`src/rtl/tws_pkg.sv`:
```
package tws_pkg;

  localparam int BYTE_BITS = 8;

  typedef enum logic [2:0] {
    ST_IDLE,
    ST_ADDR,
    ST_AACK,
    ST_WDATA,
    ST_WACK,
    ST_RDATA,
    ST_RACK
  } twsState_t;

  // Per-cycle commands from the control FSM to the datapath.
  typedef struct packed {
    logic shiftRx;  // take one bit from SDA into the receive shifter
    logic commit;   // copy the receive shifter into the control register
    logic loadTx;   // load the transmit shifter and drive its MSB
    logic shiftTx;  // advance the transmit shifter and drive the next bit
    logic ackLow;   // pull SDA low for an acknowledge
    logic relSda;   // let SDA go
  } twsStrobe_t;

endpackage

```
`src/rtl/tws_glitch_filter.sv`:
```
module tws_glitch_filter #(
  parameter int STABLE_CLKS = 4,
  parameter int SYNC_STAGES = 2
) (
  input  logic clk,
  input  logic rstN,
  input  logic rawIn,
  output logic cleanOut
);

  localparam int CNT_W = $clog2(STABLE_CLKS + 1);

  logic [SYNC_STAGES-1:0] syncQ;
  logic [CNT_W-1:0]       runCnt;
  logic                   level;
  logic                   syncd;

  assign syncd = syncQ[SYNC_STAGES-1];

  always_ff @(posedge clk or negedge rstN) begin
    if (!rstN) begin
      syncQ <= '1;
    end else begin
      syncQ <= {syncQ[SYNC_STAGES-2:0], rawIn};
    end
  end

  // A new level is taken only after STABLE_CLKS consecutive samples disagree.
  always_ff @(posedge clk or negedge rstN) begin
    if (!rstN) begin
      level  <= 1'b1;
      runCnt <= '0;
    end else if (syncd == level) begin
      runCnt <= '0;
    end else if (runCnt == CNT_W'(STABLE_CLKS - 1)) begin
      level  <= syncd;
      runCnt <= '0;
    end else begin
      runCnt <= runCnt + 1'b1;
    end
  end

  assign cleanOut = level;

endmodule

```
`src/rtl/tws_control.sv`:
```
module tws_control
  import tws_pkg::*;
(
  input  logic       clk,
  input  logic       rstN,
  input  logic       sclF,
  input  logic       sdaF,
  input  logic       addrMatch,
  input  logic       rwBit,
  output twsStrobe_t strobe,
  output logic       busIdle
);

  localparam int CNT_W = $clog2(BYTE_BITS + 1);

  twsState_t        state, stNext;
  logic [CNT_W-1:0] bitCnt, cntNext;
  logic             readMode, rwNext;
  logic             masterAck, mAckNext;
  logic             sclPrev, sdaPrev;
  logic             sclRise, sclFall, startSeen, stopSeen;

  always_ff @(posedge clk or negedge rstN) begin
    if (!rstN) begin
      sclPrev <= 1'b1;
      sdaPrev <= 1'b1;
    end else begin
      sclPrev <= sclF;
      sdaPrev <= sdaF;
    end
  end

  assign sclRise   = sclF & ~sclPrev;
  assign sclFall   = ~sclF & sclPrev;
  assign startSeen = sclF & sclPrev & sdaPrev & ~sdaF;
  assign stopSeen  = sclF & sclPrev & ~sdaPrev & sdaF;

  always_comb begin
    strobe   = '0;
    stNext   = state;
    cntNext  = bitCnt;
    rwNext   = readMode;
    mAckNext = masterAck;
    if (startSeen) begin
      strobe.relSda = 1'b1;
      stNext        = ST_ADDR;
      cntNext       = '0;
    end else if (stopSeen) begin
      strobe.relSda = 1'b1;
      stNext        = ST_IDLE;
    end else begin
      case (state)
        ST_ADDR, ST_WDATA: begin
          if (sclRise && bitCnt < CNT_W'(BYTE_BITS)) begin
            strobe.shiftRx = 1'b1;
            cntNext        = bitCnt + 1'b1;
          end else if (sclFall && bitCnt == CNT_W'(BYTE_BITS)) begin
            if (state == ST_ADDR) begin
              if (addrMatch) begin
                strobe.ackLow = 1'b1;
                rwNext        = rwBit;
                stNext        = ST_AACK;
              end else begin
                stNext = ST_IDLE;
              end
            end else begin
              strobe.commit = 1'b1;
              strobe.ackLow = 1'b1;
              stNext        = ST_WACK;
            end
          end
        end
        ST_AACK: begin
          if (sclFall) begin
            cntNext = '0;
            if (readMode) begin
              strobe.loadTx = 1'b1;
              stNext        = ST_RDATA;
            end else begin
              strobe.relSda = 1'b1;
              stNext        = ST_WDATA;
            end
          end
        end
        ST_WACK: begin
          if (sclFall) begin
            strobe.relSda = 1'b1;
            cntNext       = '0;
            stNext        = ST_WDATA;
          end
        end
        ST_RDATA: begin
          if (sclRise) begin
            cntNext = bitCnt + 1'b1;
          end else if (sclFall) begin
            if (bitCnt == CNT_W'(BYTE_BITS)) begin
              strobe.relSda = 1'b1;
              stNext        = ST_RACK;
            end else begin
              strobe.shiftTx = 1'b1;
            end
          end
        end
        ST_RACK: begin
          if (sclRise) begin
            mAckNext = ~sdaF;
          end else if (sclFall) begin
            cntNext = '0;
            if (masterAck) begin
              strobe.loadTx = 1'b1;
              stNext        = ST_RDATA;
            end else begin
              strobe.relSda = 1'b1;
              stNext        = ST_IDLE;
            end
          end
        end
        default: ;
      endcase
    end
  end

  always_ff @(posedge clk or negedge rstN) begin
    if (!rstN) begin
      state     <= ST_IDLE;
      bitCnt    <= '0;
      readMode  <= 1'b0;
      masterAck <= 1'b0;
    end else begin
      state     <= stNext;
      bitCnt    <= cntNext;
      readMode  <= rwNext;
      masterAck <= mAckNext;
    end
  end

  assign busIdle = (state == ST_IDLE);

endmodule

```
`src/rtl/tws_datapath.sv`:
```
module tws_datapath
  import tws_pkg::*;
#(
  parameter int                PREFIX_W    = 5,
  parameter logic [PREFIX_W-1:0] ADDR_PREFIX = 5'b10010
) (
  input  logic                 clk,
  input  logic                 rstN,
  input  twsStrobe_t           strobe,
  input  logic                 sdaF,
  input  logic                 strapHi,
  input  logic                 strapLo,
  output logic                 addrMatch,
  output logic                 rwBit,
  output logic                 sdaLow,
  output logic [BYTE_BITS-1:0] swReg
);

  localparam int ADDR_W = PREFIX_W + 2;

  logic [BYTE_BITS-1:0] rxShift, txShift, ctrlReg;
  logic                 sdaLowQ;

  assign addrMatch = (rxShift[BYTE_BITS-1 -: ADDR_W] == {ADDR_PREFIX, strapHi, strapLo});
  assign rwBit     = rxShift[0];

  always_ff @(posedge clk or negedge rstN) begin
    if (!rstN) begin
      rxShift <= '0;
      ctrlReg <= '0;
    end else begin
      if (strobe.shiftRx) rxShift <= {rxShift[BYTE_BITS-2:0], sdaF};
      if (strobe.commit)  ctrlReg <= rxShift;
    end
  end

  always_ff @(posedge clk or negedge rstN) begin
    if (!rstN) begin
      txShift <= '0;
      sdaLowQ <= 1'b0;
    end else if (strobe.relSda) begin
      sdaLowQ <= 1'b0;
    end else if (strobe.ackLow) begin
      sdaLowQ <= 1'b1;
    end else if (strobe.loadTx) begin
      txShift <= ctrlReg;
      sdaLowQ <= ~ctrlReg[BYTE_BITS-1];
    end else if (strobe.shiftTx) begin
      txShift <= {txShift[BYTE_BITS-2:0], 1'b0};
      sdaLowQ <= ~txShift[BYTE_BITS-2];
    end
  end

  assign sdaLow = sdaLowQ;
  assign swReg  = ctrlReg;

endmodule

```
`src/rtl/tw_switch_slave.sv`:
```
module tw_switch_slave
  import tws_pkg::*;
#(
  parameter int        FILTER_CLKS = 4,
  parameter int        SYNC_STAGES = 2,
  parameter logic [4:0] ADDR_PREFIX = 5'b10010
) (
  input  logic                 clk,
  input  logic                 rstN,
  input  logic                 sclIn,
  input  logic                 sdaIn,
  input  logic                 strapA1,
  input  logic                 strapA0,
  output logic                 sdaDriveLow,
  output logic [BYTE_BITS-1:0] swEn
);

  localparam int NUM_LINES = 2;

  logic [NUM_LINES-1:0] rawLines, cleanLines;
  logic                 sclClean, sdaClean;
  logic                 addrMatch, rwBit, busIdle;
  twsStrobe_t           strobe;

  assign rawLines = {sclIn, sdaIn};

  for (genvar g = 0; g < NUM_LINES; g++) begin : g_line
    tws_glitch_filter #(
      .STABLE_CLKS(FILTER_CLKS),
      .SYNC_STAGES(SYNC_STAGES)
    ) u_filt (
      .clk     (clk),
      .rstN    (rstN),
      .rawIn   (rawLines[g]),
      .cleanOut(cleanLines[g])
    );
  end

  assign sclClean = cleanLines[1];
  assign sdaClean = cleanLines[0];

  tws_control u_ctl (
    .clk      (clk),
    .rstN     (rstN),
    .sclF     (sclClean),
    .sdaF     (sdaClean),
    .addrMatch(addrMatch),
    .rwBit    (rwBit),
    .strobe   (strobe),
    .busIdle  (busIdle)
  );

  tws_datapath #(
    .PREFIX_W   (5),
    .ADDR_PREFIX(ADDR_PREFIX)
  ) u_dp (
    .clk      (clk),
    .rstN     (rstN),
    .strobe   (strobe),
    .sdaF     (sdaClean),
    .strapHi  (strapA1),
    .strapLo  (strapA0),
    .addrMatch(addrMatch),
    .rwBit    (rwBit),
    .sdaLow   (sdaDriveLow),
    .swReg    (swEn)
  );

endmodule

```
`config.mk`:
```
export PLATFORM = sky130hd
export DESIGN_NAME = tw_switch_slave
export DESIGN_NICKNAME = d
export VERILOG_FILES = /design/src/rtl/tws_pkg.sv /design/src/rtl/tws_glitch_filter.sv /design/src/rtl/tws_control.sv /design/src/rtl/tws_datapath.sv /design/src/rtl/tw_switch_slave.sv
export SDC_FILE = /design/constraint.sdc
export NUM_CORES = 1
export LEC_CHECK = 0
export BUFFER_PORTS_ARGS = -buffer_cell sky130_fd_sc_hd__buf_2
export CORE_MARGIN = 3
export CORE_UTILIZATION = 55
export DETAILED_ROUTE_END_ITERATION = 6
export GPL_ROUTABILITY_DRIVEN = 0
export GPL_TIMING_DRIVEN = 0
export PLACE_DENSITY_LB_ADDON = 0.08
export SETUP_SLACK_MARGIN = 0.02
export SLEW_MARGIN = 40
export SYNTH_ARGS = -nofsm -noshare
export SYNTH_HDL_FRONTEND = slang
export SYNTH_HIERARCHICAL = 1
export SYNTH_SLANG_ARGS = --single-unit
export TNS_END_PERCENT = 20
```
`constraint.sdc`:
```
create_clock -name clk -period 2.5 [get_ports clk]
set_input_delay 0.25 -clock clk [delete_from_list [all_inputs] [get_ports clk]]
set_output_delay 0.25 -clock clk [all_outputs]
set_load 0.02 [all_outputs]
```
After elaboration in Yosys (flattened, before gate mapping):

Cells that the tools add are included.

* output and inout bits: 9
* logic and storage cells: 147
* register bits: 47
* input bits: 6

* order comparisons: 1
* add/subtract/negate cells: 3
* equal/unequal tests: 25
* bitwise gates (word level): 20
* mux-type cells: 67
* reductions and logical operators: 15

Operator list (count)
* 3-bit 2-to-1 mux: 18
* 1-bit 2-to-1 mux: 33
* 4-bit 2-to-1 mux: 6
* 4-bit by 1-bit inequality test with 1-bit output (second input constant): 6
* 4-bit case mux with 4 select lines: 1
* 3-bit case mux with 5 select lines: 1
* 7-bit 2-to-1 mux: 2
* 1-bit inverter: 13
* 3-bit by 2-bit equality test with 1-bit output (second input constant): 4
* 5-bit 2-to-1 mux: 2
* 10-bit AND reduction: 1
* 3-bit equality test (second input constant): 3
* 4-bit inequality test (second input constant): 2
* 1-bit AND: 7
* 7-bit equality test: 1
* 7-bit AND reduction: 1
* 7-bit nonzero test: 1
* 3-bit by 1-bit adder with 3-bit output (second input constant): 2
* 3-bit by 1-bit inequality test with 1-bit output (second input constant): 2
* 5-bit AND reduction: 1
* 5-bit nonzero test: 1
* 4-bit by 1-bit adder with 4-bit output (second input constant): 1
* 4-bit equality test (second input constant): 1
* 4-bit < comparator (second input constant): 1
* other kinds (15): 20

Depth between registers and ports, before layout:

Gate-level depths: netlist (run 1).

* depth after elaboration: 12
* depth in mapped cells: 8
* depth with buffers taken out: 8

By module:

The synthesis (run 1) kept the hierarchy.

By module, submodules not included
* tws_datapath: cells each 71, area an instance 1057.3 sq um, times used 1
* tws_control: cells each 87, area an instance 785.8 sq um, times used 1
* tws_glitch_filter (g_line[0].u_filt): cells each 13, area an instance 232.7 sq um, times used 1
* tws_glitch_filter (g_line[1].u_filt): cells each 13, area an instance 220.2 sq um, times used 1

Worst setup path after synthesis (run 1):

OpenSTA, ideal clock, no wires.

* path kind: register to register
* start: register u_ctl.state[1]
* end: register u_dp.txShift[1]
* required time: 2375 ps
* arrival: 1837 ps
* cell stages (with the launch flop): 9
* path slack: 539 ps
* cell sequence: dfrtp_1 clkbuf_1 nand2_1 nand2b_1 o21ai_0 a21oi_1 o22ai_1 nor3_4 mux2_2

RTL lines
* start: declaration: line tws_control.sv:16 `twsState_t state, stNext;`
* start signal: assignment: line tws_control.sv:130 `state <= stNext;`
* end signal: assignment: line tws_datapath.sv:46 `txShift <= ctrlReg;`
* end signal: assignment: line tws_datapath.sv:49 `txShift <= {txShift[BYTE_BITS-2:0], 1'b0};`
* end: declaration: line tws_datapath.sv:21 `logic [BYTE_BITS-1:0] rxShift, txShift, ctrlReg;`

==> results.ini, run 1 <==
[run_status]
status = completed

[cts]
htreeDepth = 2
cts_tree = built
cts-root-buf = clkbuf_8
cts.path.max_buffers = 2
cts_sinks = 47
cts_buffers = 5
clk_transition_reported_paths_ns = 0.08
clk_latency_ns = 0.30

[timing]
finalMaxSlewViolations = 0
tightest_slew_ns = 0.565
finalCritPeriodShare_pct = 87.7
slew_headroom_pct = 62.3
layout_min_cycle_time_ns = 2.19
skew_ns = 0.00648
hold_viol = 0
fmax_mhz = 456
rsz0062_at_grt = no
finalSetupTns_ns = 0
setup_viol = 0

[global_routing]
grt_overflow_total = 0
first_global_vias = 1492
grt_pass1_wl_microns = 7040
grt_max_degree = 48
antenna_found_initial = 0
track_usage_pct = 17.8

[yosys]
synth-warning-count = 6
synth-seq-cells = 47
ys_seq_area_share_pct = 51.7
syn_avg_cell_area_sq_um = 12.5
syn_inst = 184
synth.distinct_cells = 46
synthArstFlopShare_pct = 100
ys.flop_type = dfrtp_1
syn-num-nets = 194
syn-cell-area_sq_um = 2300
synth_edf_count = 0

[layout]
post-route-util_pct = 66.6
nets = 216
drive_above_1_share_pct = 34.8
area_growth_pct = 11.1
finalInstanceArea_sq_um = 2550
num_antenna_cells = 0

[die]
core_sq_um = 3830
die_y_microns = 70.6
fp.dieArea_sq_um = 4990
num_rows = 22
ios = 15
die_w_microns = 70.6
initial_core_util_pct = 60.0

[placement]
hpwl_microns = 2870
placed_cell_area_sq_um = 2430
io_buffers = 14

[setup_path]
critPathCaptureType = register
critPathKind = reg -> reg
slowest_stage = dfrtp_1
crit_fanout = 10
worstPathCellList = clkbuf_2 -> nand2_1 -> nand2b_1 -> o21ai_0 -> a21oi_1 -> o22ai_1 -> nor3_4 -> mux2_2
cp_data_required_time_ns = 2.68
cpPeakStageDelay_ns = 0.47
startpoint_type = register
critPathArrivalTime_ns = 2.37

[power_and_ir_drop]
leakagePower_nw = 1.20
total_power_mw = 2.26
power_density_nw_per_um2 = 886
vdd.ir_drop.worst_uv = 655

[routing]
drc = 0
drt_first_pass_iters = 4
drt_iter0_drc = 115
vias = 1508
wire_per_inst_microns = 16.0
finalWirelength_microns = 4080
antenna_left = 0
vias_per_cell = 5.91

[run]
maxCapViolCount = 0

[hold_path]
worstHoldPathType = in -> reg

==> state kept, by name, summed over array words and instances, names as in the netlist <==
name	cells
g_line.u_filt/syncQ	4
g_line.u_filt/cleanOut	2
g_line.u_filt/runCnt	6
u_ctl/state	3
u_ctl/readMode	1
u_dp/swReg	8
u_dp/txShift	7
u_dp/rxShift	8
u_ctl/masterAck	1
u_ctl/sdaPrev	1
u_dp/sdaLow	1
u_ctl/sclPrev	1
u_ctl/bitCnt	4
==> path summary, 6_finish.rpt <==
path	startpoint	endpoint	slack, ns	depth (start not counted)
hold reg to reg	g_line[0].u_filt/syncQ[0]	g_line[0].u_filt/syncQ[1]	0.36	0
max in group asynchronous	rstN	g_line[0].u_filt/syncQ[1]	1.63	2
setup reg to reg	u_ctl/state[1]	u_dp/txShift[3]	0.31	8
min in group asynchronous	rstN	u_ctl/state[1]	0.48	2
setup / recovery	u_ctl/state[1]	u_dp/txShift[3]	0.31	8
hold / removal	sclIn	g_line[1].u_filt/syncQ[0]	0.05	1
==> worst max-delay path, delay by kind of cell, from the launching register on <==
family	cells	cell delay [ns]
simple gates	3	0.56
mux	1	0.39
buf+inv	1	0.26
flops	1	0.47
compound gates	3	0.39
==> through the flow <==
stage	instances	setup WS (ns)	hold slack [ns]
after floorplan	184	0.539	-0.0456
after global placement	246	0.232	0.346
after detailed placement	246	0.183	0.285
after CTS	255	0.138	0.0308
after global routing	255	0.163	0.0188
final	255	0.308	0.0469
==> synth_stat cells, drive strengths merged (5+ instances only) <==
cell,number,share of area (%)
inv,5,0.82
nor3,6,2.0
dfstp,8,9.2
nor3b,9,3.2
mux2,31,16
dfrtp,39,43
o21ai,10,2.2
nor2,9,1.5
nand2,7,1.1
nand2b,6,1.6
==> layout make-up <==
cell class,count,area [sq um]
sequential,47,1190
multi-input combinational,126,1060
clock inverter,2,37.5
fill,289,1280
tap,48,60.1
timing repair buffer,15,82.6
buffer,6,35.0
inverter,5,18.8
clock buffer,6,72.6
==> report_power, final <==
| group | switching [mW] | internal, mW | leakage (nW) |
|---|---|---|---|
| clock network | 0.241 | 0.298 | 0.0514 |
| registers | 0.146 | 0.909 | 0.615 |
| logic | 0.346 | 0.320 | 0.530 |
| total | 0.733 | 1.53 | 1.20 |
==> timing repair <==
action	CTS	global route
setup buffers	0	0
hold endpoints to repair	39	0
hold buffers	1	0
setup endpoints to repair	0	6
gates resized for setup	0	2
==> metal layers <==
layer	global-route usage (%)	vias up	wire length, microns
met3	4.83	8	139
met5	0	-	0
li1	-	709	-
met2	28.1	29	1920
met4	7.31	0	86
met1	23.4	762	1940
==> placed cells by master (no fill, tap or decap), types with 3 or more instances in the layout <==
master,synthesis,routed
dfrtp_1,39,39
a21oi_1,4,4
mux2i_1,4,4
mux2_4,7,7
inv_1,5,5
mux2_2,22,22
nor3b_1,8,8
o21ai_0,10,10
xnor2_1,3,3
nor2_1,9,9
nor3_1,4,4
ha_1,4,4
nand2b_1,6,6
clkbuf_8,0,5
buf_2,3,16
nand2_1,7,7
dfstp_2,8,8
==> cells by family after synthesis <==
logic type | after synthesis | synth area share, %
flip-flops | 47 | 51.7
AO/OA/AOI/OAI | 30 | 8.88
adder cells (fa/ha/maj) | 4 | 2.18
buffers and inverters | 11 | 2.29
multiplexers | 35 | 18.1
XOR/XNOR | 5 | 1.91
AND/OR/NAND/NOR | 52 | 15.0
Note: power is estimated with default switching activity, not from simulation.
==> run 2, diff against run 1 <==
--- a/config.mk
+++ b/config.mk
@@ -6,6 +6,7 @@
 export NUM_CORES = 1
 export LEC_CHECK = 0
 export BUFFER_PORTS_ARGS = -buffer_cell sky130_fd_sc_hd__buf_2
+export CORE_ASPECT_RATIO = 0.6
 export CORE_MARGIN = 3
 export CORE_UTILIZATION = 55
 export DETAILED_ROUTE_END_ITERATION = 6
==> constraint.sdc (replaced) <==
create_clock -name clk -period 2.5 [get_ports clk]
set_input_delay 0.125 -clock clk [delete_from_list [all_inputs] [get_ports clk]]
set_output_delay 0.125 -clock clk [all_outputs]
set_load 0.02 [all_outputs]
==> run 2 against run 1 <==
Sequential cell count stayed put. Cell count is 0.39% higher. Count of clock-buffer cells in the layout is 1 lower. Maximum frequency hardly changed. Clock power is 6.3% higher. Register-to-register slack hardly changed. Clock skew hardly changed. Critical path depth stayed put. Sequential share of layout area is 0.45 points lower. Total power is 2.4% higher. Core utilization is 0.61 points higher. Largest power group unchanged.
==> results.ini, run 2 (synthesis gave the netlist of run 1 again) <==
[run_status]
status = completed

[power_and_ir_drop]
total_power_mw = 2.32
p_sw_share_pct = 33.7
p_clk_share_pct = 24.8
power_density_nw_per_um2 = 899
vdd.ir_drop.worst_uv = 727
switchingPower_mw = 0.780
p_seq_share_pct = 45.5
p_int_mw = 1.54
p_comb_share_pct = 29.7
leakagePower_nw = 1.21

[die]
initial_core_util_pct = 60.0
core_sq_um = 3830
fp.dieArea_sq_um = 5010
num_rows = 17
die_w_microns = 89.4
die_y_microns = 56.0
ios = 15

[setup_path]
ff2ff_path_depth = 8
worstPathCellList = clkbuf_2 -> nand2_1 -> nand2b_1 -> o21ai_0 -> a21oi_1 -> o22ai_1 -> nor3_4 -> mux2_2
crit_fanout = 10
cp_data_required_time_ns = 2.69
cpPeakStageDelay_ns = 0.49
cp-endpoint = u_dp/txShift[2]
critPathArrivalTime_ns = 2.38
critPathBufInv = 1
critPathCaptureType = register
timing.rr.start = u_ctl/state[1]
reg2reg_slack_ns = 0.31
critPathTopFamily = simple AND/OR/NAND/NOR gates
reg2reg_to = u_dp/txShift[2]
startpoint = u_ctl/state[1]
slowest_stage = dfrtp_1
startpoint_type = register
critPathKind = reg -> reg
path_depth = 8

[routing]
drt_iter0_drc = 112
antenna_left = 0
vias_per_cell = 5.87
drc = 0
wire_per_inst_microns = 17.6
vias = 1502
finalWirelength_microns = 4510
drt_first_pass_iters = 4

[placement]
io_buffers = 14
dpl_worst_slack_ns = 0.197
hpwl_microns = 3270

[timing]
finalCritPeriodShare_pct = 87.6
finalMaxSlewViolations = 0
setup_viol = 0
hold_viol = 0
finalSetupTns_ns = 0
layout_min_cycle_time_ns = 2.19
skew_ns = 0.00649
fmax_mhz = 456
timing.final.ws_setup_ns = 0.309
tightest_slew_ns = 0.579
rsz0062_at_grt = no
slew_headroom_pct = 61.4

[cts]
cts.path.max_buffers = 2
cts_sinks = 47
htreeDepth = 2
clk_transition_reported_paths_ns = 0.09
cts-root-buf = clkbuf_8
cts_buffers = 5
cts_setup_buffers = 0
clk_latency_ns = 0.30
cts_tree = built

[global_routing]
grt_overflow_total = 0
antenna_found_initial = 0
track_usage_pct = 20.2
first_global_vias = 1480
grt_pass1_wl_microns = 7590
grt_max_degree = 48

[layout]
layout_commonest_cell = dfrtp_1
num_antenna_cells = 0
nets = 218
mostFrequentLayoutCells = 39 x dfrtp_1, 22 x mux2_2, 16 x buf_2, 10 x o21ai_0, 9 x nor2_1
drive_above_1_share_pct = 34.9
area_growth_pct = 12.2

[run]
maxCapViolCount = 0

[hold_path]
worstHoldPathType = in -> async

[run 2: cell count changes in the layout (fill, tap and decap cells not counted), sizes merged]
cell | previous run | this run
clkinvlp | 1 | 0
dlygate4sd3 | 1 | 3
inv | 5 | 6
clkbuf | 8 | 7
clkinv | 0 | 1
[run 2: layout make-up]
class | count | area (sq um)
Timing Repair Buffer | 17 | 103
Multi-Input combinational cell | 126 | 1060
Buffer | 6 | 35.0
Sequential cell | 47 | 1190
Tap cell | 47 | 58.8
Clock inverter | 3 | 47.5
Fill cell | 267 | 1250
Inverter | 5 | 18.8
Clock buffer | 5 | 68.8
[run 2: per-stage QoR]
stage	cell area [sq um]	hold WS, ns	utilization, %	std cells
2_1_floorplan	2300	-0.171	-	184
4_1_cts	2570	0.362	67.2	256
6_report	2570	0.360	67.3	256
3_3_place_gp	2420	0.231	63.3	245
5_1_grt	2570	0.364	67.3	256
3_5_place_dp	2430	0.167	63.4	245
[run 2: what timing repair did]
| item | in CTS | in global routing |
|---|---|---|
| setup endpoints to repair | 0 | 5 |
| hold buffers | 3 | 0 |
| gates resized for setup | 0 | 2 |
| endpoints found under the hold margin | 41 | 0 |
[run 2: layer usage]
metal / share of wire, % / vias up / GRT usage (%)
li1: - / 714 / -
met3: 7.4 / 7 / 5.47
met5: 0 / - / 0
met4: 1.4 / 0 / 6.79
met1: 47 / 724 / 30.4
met2: 44 / 57 / 27.7
[run 2: worst min-delay path by stage]
stage                                   start                          to  slack (ns)  depth (start not counted)
floorplan                                rstN  g_line[0].u_filt/runCnt[0]       -0.17                          0
global placement                        sclIn   g_line[1].u_filt/syncQ[0]        0.23                          1
detailed placement                       rstN              u_ctl/state[2]        0.17                          1
CTS                 g_line[1].u_filt/syncQ[0]   g_line[1].u_filt/syncQ[1]        0.36                          0
global route        g_line[1].u_filt/syncQ[0]   g_line[1].u_filt/syncQ[1]        0.36                          0
finish                                   rstN             u_ctl/bitCnt[2]        0.36                          2
[run 2: worst reg2reg max path: stages (launching register included)]
cell and delay [ns]:
dfrtp_1 0.49, clkbuf_2 0.27, nand2_1 0.10, nand2b_1 0.07, o21ai_0 0.07, a21oi_1 0.15, o22ai_1 0.17, nor3_4 0.37
mux2_2 0.39
[run 2: power groups by stage]
stage / clock [mW] / combinational, mW / sequential, mW
after detailed placement: 0 / 0.670 / 1.06
after CTS: 0.590 / 0.677 / 1.05
after global placement: 0 / 0.629 / 1.05
after global routing: 0.629 / 0.752 / 1.08
after floorplan: 0 / 0.527 / 1.03
final: 0.573 / 0.688 / 1.05
==> run 3, diff against run 2 <==
--- a/config.mk
+++ b/config.mk
@@ -5,6 +5,7 @@
 export SDC_FILE = /design/constraint.sdc
 export NUM_CORES = 1
 export LEC_CHECK = 0
+export ABC_AREA = 1
 export BUFFER_PORTS_ARGS = -buffer_cell sky130_fd_sc_hd__buf_2
 export CORE_ASPECT_RATIO = 0.6
 export CORE_MARGIN = 3
==> run 3 against run 2 <==
Register-to-register slack improved by 0.08 ns. Core utilization increased by 0.44 points. Cell area increased by 2.3%. Sequential power increased by 7%. Clock power decreased by 22%. Routed wire length increased by 2.2%. Largest cell class unchanged. Clock skew increased by 0.0064 ns. Cell count increased by 50%. Sequential cell count unchanged. Global-route usage decreased by 0.80 points.
==> results.ini, run 3 <==
[run_status]
status = completed

[setup_path]
ff2ff_path_depth = 11
crit_fanout = 8
worstPathCellList = inv_1 -> ha_1 -> nand2_1 -> nor2_1 -> nand3_1 -> a31oi_1 -> nor2_1 -> o21ai_2 -> inv_2 -> nand2_1 -> nand2_1
cpPeakStageDelay_ns = 0.42
slowest_stage = dfrtp_1
critPathArrivalTime_ns = 2.30
startpoint_type = register
cp_data_required_time_ns = 2.69
critPathKind = reg -> reg
cp_common_cell = nand2_1
critPathCaptureType = register

[routing]
drc = 0
drt_iter0_drc = 135
wire_per_inst_microns = 12.0
finalWirelength_microns = 4610
drt_first_pass_iters = 4
vias = 1911
vias_per_cell = 4.96
antenna_left = 0

[placement]
hpwl_microns = 3410
placed_cell_area_sq_um = 2510
dpl_worst_slack_ns = 0.386
io_buffers = 14

[timing]
timing.final.ws_setup_ns = 0.388
layout_min_cycle_time_ns = 2.11
finalMaxSlewViolations = 0
finalCritPeriodShare_pct = 84.5
hold_viol = 0
finalSetupTns_ns = 0
setup_viol = 0
skew_ns = 0.0129
tightest_slew_ns = 0.564
holdWs_ns = 0.348
fmax_mhz = 473
slew_headroom_pct = 62.4
rsz0062_at_grt = no

[die]
die_y_microns = 56.8
fp.dieArea_sq_um = 5160
core_sq_um = 3890
initial_core_util_pct = 60.9
ios = 15
die_w_microns = 90.7
num_rows = 17

[cts]
htreeDepth = 2
cts_tree = built
clk_latency_ns = 0.31
cts_buffers = 5
ctsResizeCount = 0
cts_sinks = 47
cts-root-buf = clkbuf_8
cts.path.max_buffers = 2
clk_transition_reported_paths_ns = 0.08

[layout]
fillers = 318
post-route-util_pct = 67.7
finalInstanceArea_sq_um = 2640
nets = 337
mostFrequentLayoutCells = 94 x nand2_1, 39 x dfrtp_1, 34 x inv_1, 29 x nor2_1, 24 x nand3_1
area_growth_pct = 11.2
layout_commonest_cell = nand2_1
num_antenna_cells = 0
drive_above_1_share_pct = 19.5

[yosys]
synth-warning-count = 6
syn-cell-area_sq_um = 2370
syn-num-nets = 313
syn_inst = 303
syn_avg_cell_area_sq_um = 7.82

[hold_path]
worstHoldPathType = in -> async

[power_and_ir_drop]
vdd.ir_drop.worst_uv = 537
power_density_nw_per_um2 = 939
leakagePower_nw = 1.34

[global_routing]
grt_pass1_wl_microns = 7870
grt_overflow_total = 0
first_global_vias = 1726
grt_max_degree = 48
track_usage_pct = 19.4
antenna_found_initial = 0

[run]
maxCapViolCount = 0

[run 3: timing repair]
item,CTS,global route
hold buffers,3,0
setup buffers,0,0
hold endpoints to repair,41,0
[run 3: through the flow]
| step | total power [mW] | instances |
|---|---|---|
| CTS | 2.48 | 385 |
| global route | 2.69 | 385 |
| finish | 2.47 | 385 |
| floorplan | 1.81 | 303 |
| global placement | 1.99 | 374 |
| detailed placement | 2.02 | 374 |
[run 3: critical path: cells and delay by family (launching register included)]
family | cells | cell delay (ns)
AO/OA/AOI/OAI | 2 | 0.43
adder cells (fa/ha/maj) | 1 | 0.15
buffers and inverters | 2 | 0.21
AND/OR/NAND/NOR | 6 | 0.81
flip-flops | 1 | 0.42
[run 3: power breakdown]
part	total, mW	leakage [nW]	switching [mW]	internal (mW)
logic	0.905	0.693	0.593	0.312
registers	1.12	0.604	0.175	0.948
clock network	0.447	0.0452	0.249	0.197
[run 3: path summary, 6_finish.rpt]
path | to | slack, ns | from
worst max-delay path | u_dp/txShift[1] | 0.39 | u_ctl/bitCnt[0]
worst min-delay path | u_dp/txShift[3] | 0.35 | rstN
worst max register to register | u_dp/txShift[1] | 0.39 | u_ctl/bitCnt[0]
worst min register to register | g_line[1].u_filt/syncQ[1] | 0.36 | g_line[1].u_filt/syncQ[0]
max in group asynchronous | g_line[0].u_filt/syncQ[1] | 1.75 | rstN
min in group clk | g_line[1].u_filt/syncQ[1] | 0.36 | g_line[1].u_filt/syncQ[0]
[run 3: metal layers]
metal / global-route usage (%) / wire [microns]
met5: 0 / 0
met4: 5.23 / 47
met3: 4.28 / 243
met2: 27.2 / 1810
met1: 29.8 / 2510
[run 3: layout make-up]
cell class | instances | area [sq um] | share of cell area [%]
Clock inverter | 2 | 13.8 | 0.522
Timing Repair Buffer | 17 | 103 | 3.89
Sequential cell | 47 | 1190 | 45.0
Buffer | 4 | 22.5 | 0.855
Multi-Input combinational cell | 208 | 1000 | 38.0
Clock buffer | 6 | 72.6 | 2.75
Inverter | 44 | 165 | 6.27
Tap cell | 57 | 71.3 | 2.71
